## src/rtl/serial_readout_port.sv

```systemverilog
module serial_readout_port #(
  parameter int DEPTH = 8,
  localparam int AW = $clog2(DEPTH)
)(
  input  logic          clk,
  input  logic          rst_n,
  input  logic          sck,
  input  logic          sin,
  input  logic          sdi,
  output logic          sdo,
  output logic          int_n,
  input  logic          stat_we,
  input  logic [7:0]    stat_in,
  input  logic          cnt_we,
  input  logic [6:0]    cnt_len,
  input  logic          fifo_we,
  input  logic [AW-1:0] fifo_addr,
  input  logic [7:0]    fifo_wdata
);
  typedef enum logic [1:0] {SEG_STAT, SEG_CNT, SEG_DATA} seg_t;

  logic [2:0] sck_q, sin_q, sdi_q;
  logic [7:0] mem [DEPTH];
  logic [7:0] sr;
  logic [2:0] bitn;
  logic [6:0] idx, len, stat_hi;
  logic [1:0] pcnt;
  seg_t       seg;
  logic       active, irq, od, set;

  logic sin_s, sck_fall, sck_edge, sdi_rise;
  logic load_req, adv, byte_end, stat_end, xfer_end;
  logic [6:0] idx_n;
  logic [7:0] status_byte, count_byte;

  assign sin_s       = sin_q[1];
  assign sck_fall    = sck_q[2] & ~sck_q[1];
  assign sck_edge    = sck_q[2] ^ sck_q[1];
  assign sdi_rise    = sdi_q[1] & ~sdi_q[2];
  assign status_byte = {stat_hi, od};
  assign count_byte  = {set, len};
  assign idx_n       = idx + 7'd1;

  assign load_req = ~sin_s & sdi_rise & (pcnt != 2'd2);
  assign adv      = ~sin_s & ~load_req & active & sck_fall;
  assign byte_end = adv & (bitn == 3'd7);
  assign stat_end = byte_end & (seg == SEG_STAT);
  assign xfer_end = byte_end & (((seg == SEG_CNT) & (len == 7'd0)) |
                                ((seg == SEG_DATA) & (idx_n == len)));

  assign sdo   = active & sr[0];
  assign int_n = ~irq;

  always_ff @(posedge clk or negedge rst_n) begin
    if (!rst_n) begin
      sck_q <= '0;
      sin_q <= '0;
      sdi_q <= '0;
    end else begin
      sck_q <= {sck_q[1:0], sck};
      sin_q <= {sin_q[1:0], sin};
      sdi_q <= {sdi_q[1:0], sdi};
    end
  end

  always_ff @(posedge clk) begin
    if (fifo_we) mem[fifo_addr] <= fifo_wdata;
  end

  always_ff @(posedge clk or negedge rst_n) begin
    if (!rst_n)
      pcnt <= '0;
    else if (sin_s || sck_edge)
      pcnt <= '0;
    else if (sdi_rise && pcnt != 2'd2)
      pcnt <= pcnt + 2'd1;
  end

  always_ff @(posedge clk or negedge rst_n) begin
    if (!rst_n) begin
      active <= 1'b0;
      sr     <= '0;
      bitn   <= '0;
      idx    <= '0;
      seg    <= SEG_STAT;
    end else if (sin_s) begin
      active <= 1'b0;
    end else if (load_req) begin
      active <= 1'b1;
      bitn   <= '0;
      sr     <= (pcnt == 2'd0) ? status_byte : count_byte;
      seg    <= (pcnt == 2'd0) ? SEG_STAT : SEG_CNT;
    end else if (adv) begin
      if (bitn != 3'd7) begin
        sr   <= sr >> 1;
        bitn <= bitn + 3'd1;
      end else begin
        bitn <= '0;
        case (seg)
          SEG_STAT: begin
            sr  <= count_byte;
            seg <= SEG_CNT;
          end
          SEG_CNT:
            if (len == 7'd0) active <= 1'b0;
            else begin
              sr  <= mem[0];
              idx <= '0;
              seg <= SEG_DATA;
            end
          default:
            if (idx_n == len) active <= 1'b0;
            else begin
              sr  <= mem[idx_n[AW-1:0]];
              idx <= idx_n;
            end
        endcase
      end
    end
  end

  always_ff @(posedge clk or negedge rst_n) begin
    if (!rst_n) begin
      len     <= '0;
      stat_hi <= '0;
      set     <= 1'b0;
      od      <= 1'b0;
      irq     <= 1'b0;
    end else begin
      if (stat_we) stat_hi <= stat_in[7:1];
      if (cnt_we) begin
        len <= cnt_len;
        set <= 1'b1;
        od  <= 1'b1;
        irq <= 1'b1;
      end else begin
        if (xfer_end) begin
          set <= 1'b0;
          od  <= 1'b0;
        end
        if (stat_end) irq <= 1'b0;
      end
    end
  end
endmodule

```

## config.mk

```make
export PLATFORM = sky130hd
export DESIGN_NAME = serial_readout_port
export DESIGN_NICKNAME = d
export VERILOG_FILES = /design/src/rtl/serial_readout_port.sv
export SDC_FILE = /design/constraint.sdc
export NUM_CORES = 1
export LEC_CHECK = 0
export ABC_AREA = 1
export BUFFER_PORTS_ARGS = -buffer_cell sky130_fd_sc_hd__buf_2
export CORE_MARGIN = 2
export CORE_UTILIZATION = 60
export CTS_CLUSTER_SIZE = 30
export DETAILED_ROUTE_END_ITERATION = 16
export PLACE_DENSITY = 0.91
export SKIP_LAST_GASP = 1
export SLEW_MARGIN = 20
export SYNTH_ARGS = -nofsm -noshare
export SYNTH_HDL_FRONTEND = slang
export SYNTH_SLANG_ARGS = --single-unit
```

## constraint.sdc

```tcl
create_clock -name clk -period 2.3 [get_ports clk]
set_clock_uncertainty 0.2 [all_clocks]
set_input_delay 0.345 -clock clk [delete_from_list [all_inputs] [get_ports clk]]
set_output_delay 0.345 -clock clk [all_outputs]
set_load 0.05 [all_outputs]
```

==> out/summary.txt <==
Post-detailed-route via-to-cell ratio: 6.09
Final-layout fill cell count: 556
Average instance area after synthesis: 9.68 µm²
Clock tree from TritonCTS: built
Multiplexer share of the synthesized area: 0.0154
Seq/Total Area, Yosys: 0.604
First-pass GRT wire length: 19300 µm
RSZ-0062 raised after global routing: true
Number of DRC violations after detailed routing: 0
Initial DRT Pass Iterations: 5
CP required: 2.42 ns
Placer's final routability congestion estimate: 0.884
Fraction of layout instances using a drive strength above 1: 0.183
Final cycle utilization of the critical path: 0.964
Fraction of the mapped netlist area in compound gates: 0.0976
Number of nets in the finished design: 626
Number of nets produced by synthesis: 570
Share of the synthesized netlist area taken by xor and xnor gates: 0.00171
Number of clock sinks: 111
Sequential Area: 0.00310 mm²
Postcts setup bufs: 0
Upper clock frequency limit: 451 MHz
Class of the most critical setup path: flop to flop
Top Usage Layer GRT: met2
Antenna violations before repair: 0
Met1 track demand over resource: 0.348
Number of buffers created by CTS: 9
Clock latency at the later pin of the worst-skew pair: 0.37 ns
Post-Synth Adder-Cell Area: 0.0146
Main combinational cell family by area after synthesis: simple AND/OR/NAND/NOR gates
Placeable core region: 0.00826 mm²
Count of cell types in the netlist: 31
Pwr Total: 0.00378 W
Clock tree root buffer cell: clkbuf_8
Vert. Die Dim: 96.5 µm
Post-synth design cell area: 0.00513 mm²
Yosys warnings: 0
Static Leakage: 2.48 nW
Min Tclk post-route: 2.22 ns
Number of instances in the synthesized netlist: 530
Post-route setup TNS: 0 ns
Worst hold slack: 0.00601 ns
DRC marker count from the first detailed-route iteration: 398
Total congestion overflow after global routing: 0
Count of antenna-violating nets left after detailed routing: 0
Hpwl dp: 8080 µm
Total area of multi-input combinational cells: 0.00182 mm²
Total number of vias: 4237
Final Max Tran Viols: 0
Inst Count DP: 670
Pin slew with the least headroom to its limit: 0.760 ns
PortBufs: 34
Total wirelength of the detailed-routed design: 12200 µm
Final setup violating endpoints: 0
Data arrival time of the worst path: 2.34 ns
Growth of design area from synthesis to finish: 13.6%
Horizontal die dimension: 96.5 µm
Met3 routing resource usage after global routing: 0.0512
Number of levels the H-tree was split into: 3
MaxCap Viol Count: 0
Simple-gate portion of the synthesized area: 0.221
CP Launch Type: flop
Power density cells: 649 mW/mm²
Final non-filler cell total: 696
Hold Fails Final Rpt: 0
Count of inserted antenna diode cells: 0
Die area: 0.00930 mm²
Num rows: 33
Worst ir drop on vdd: 467 µV
Via count of the first global-routing pass: 4100
Buffers from clock root to sink, at most: 2
Largest net degree at the start of global routing: 30
Max-slew headroom: 0.491
Outcome: complete, no violations
Fraction of met2 tracks used by global routing: 0.463
Initial Util: 0.621
Clock slew seen by the registers of the worst setup and hold paths: 0.12 ns
Path type of the worst min-delay path: input pin to flop
Maximum fanout along the worst path: 9
Post-detailed-route wirelength per cell: 17.5 µm
Number of storage elements in the synthesis netlist: 111
Setup crit end kind: flop
Overall fraction of global-route tracks in use: 0.281
Top-Level Pins: 36
==> through the flow <==
stage | worst slack, ns | utilization | area [µm²]
CTS | 0.0681 | 0.703 | 5800
floorplan | 0.272 | - | 5130
finish | 0.0831 | 0.705 | 5820
global route | -0.0313 | 0.705 | 5820
detailed placement | 0.0333 | 0.667 | 5510
global placement | 0.131 | 0.667 | 5510
==> state kept, by name, summed over array words and instances, names as in the netlist, 3 cells and up <==
| register | count |
|---|---|
| sr | 8 |
| mem | 64 |
| stat_hi | 7 |
| sdi_q | 3 |
| sck_q | 3 |
| len | 7 |
| idx | 7 |
| bitn | 3 |
==> routing by layer <==
metal,up-vias,routed length [µm],part of all wire
li1,1910,-,-
met1,2021,4650,0.38
met2,247,6040,0.50
met3,59,893,0.073
met4,0,607,0.050
met5,-,0,0
==> area by class of cell <==
| class | instances | area share |
|---|---|---|
| Tap cell | 105 | 0.0226 |
| Multi-Input combinational cell | 361 | 0.312 |
| Clock inverter | 7 | 0.0107 |
| Clock buffer | 9 | 0.0213 |
| Inverter | 37 | 0.0238 |
| Sequential cell | 111 | 0.532 |
| Timing Repair Buffer | 66 | 0.0776 |
==> worst max-delay path, stage by stage (launching register included) <==
cell     delay [ns]
dfrtp_1        0.44
ha_4           0.19
nand2_2        0.11
inv_2          0.06
nand2_1        0.10
nand2_1        0.07
a21oi_1        0.13
nand2_1        0.08
nor2_2         0.14
nand3_2        0.12
nand2_2        0.13
nand2_4        0.12
nand2_4        0.14
nand2_1        0.07
nand2_1        0.06
==> power breakdown <==
| part | internal, W | switching [W] |
|---|---|---|
| Combinational | 0.000146 | 0.000247 |
| Sequential | 0.00221 | 0.0000615 |
| Clock | 0.000417 | 0.000693 |
==> cell usage after synthesis <==
| cell | instances | share of area |
|---|---|---|
| nand2_2 | 4 | 0.0049 |
| nor2_2 | 4 | 0.0049 |
| clkinv_1 | 1 | 0.00073 |
| a221oi_1 | 7 | 0.012 |
| nand2_1 | 127 | 0.093 |
| nand4_1 | 2 | 0.0024 |
| inv_2 | 3 | 0.0022 |
| clkbuf_4 | 1 | 0.0015 |
| buf_6 | 1 | 0.0022 |
| nor2_4 | 2 | 0.0044 |
| mux2_2 | 7 | 0.015 |
| o21ai_1 | 6 | 0.0059 |
| nor2_1 | 57 | 0.042 |
| o211ai_1 | 14 | 0.020 |
| inv_1 | 33 | 0.024 |
| edfxtp_1 | 64 | 0.37 |
| dfrtp_1 | 47 | 0.23 |
| nand2_4 | 2 | 0.0044 |
| or2_2 | 8 | 0.0098 |
| clkbuf_1 | 14 | 0.010 |
| nor4_1 | 1 | 0.0012 |
| o21ai_2 | 1 | 0.0017 |
| a21oi_1 | 6 | 0.0059 |
| o21ai_0 | 53 | 0.052 |
| nand3_2 | 2 | 0.0039 |
| ha_1 | 6 | 0.015 |
| nand3_1 | 47 | 0.046 |
| buf_2 | 5 | 0.0049 |
| nor3_1 | 3 | 0.0029 |
| nand3b_1 | 1 | 0.0015 |
| xnor2_1 | 1 | 0.0017 |
==> logic make-up (layout without fill, tap and decap cells) <==
group,after synthesis,count (layout)
compound gates,87,87
xor+xnor,1,1
fa+ha+maj,6,6
buf+inv,58,119
flops,111,111
mux,7,7
simple gates,260,260
==> timing repair <==
action | 4_1_cts | 5_1_grt
endpoints found under the hold margin | 28 | 0
hold buffers | 10 | 0
pin swaps | 0 | 2
gates resized for setup | 1 | 4
endpoints found under the setup margin | 1 | 15
==> placed cells by master (no fill, tap or decap), types with 2 or more instances in the layout <==
master	count
clkinv_4	3
inv_8	2
nand2_4	2
nand3_2	3
buf_4	20
nand2_1	127
nand3_1	46
nor2_1	57
nor3_1	2
o21ai_0	53
inv_2	3
nor2_4	2
a221oi_1	7
nand2_2	4
nor2_2	4
edfxtp_1	64
o21ai_1	6
o211ai_1	14
dfrtp_1	47
mux2_2	7
buf_2	34
ha_1	5
a21oi_1	6
inv_1	33
or2_2	8
dlygate4sd3_1	10
nand4_1	2
clkbuf_8	9
==> final timing paths <==
path / from / end / slack, ns / cells after the start
min: stat_in[3] / stat_hi[2]$_DFFE_PN0P_ / 0.006 / 2
max reg2reg: idx[1]$_DFFE_PN0P_ / sr[0]$_DFFE_PN0P_ / 0.08 / 14
max: idx[1]$_DFFE_PN0P_ / sr[0]$_DFFE_PN0P_ / 0.08 / 14
min in group asynchronous: rst_n / irq$_DFFE_PN0P_ / 0.24 / 2
min reg2reg: sck_q[0]$_DFF_PN0_ / sck_q[1]$_DFF_PN0_ / 0.17 / 0
max in group asynchronous: rst_n / stat_hi[2]$_DFFE_PN0P_ / 1.15 / 3
Power figures use the tool's default switching activity.
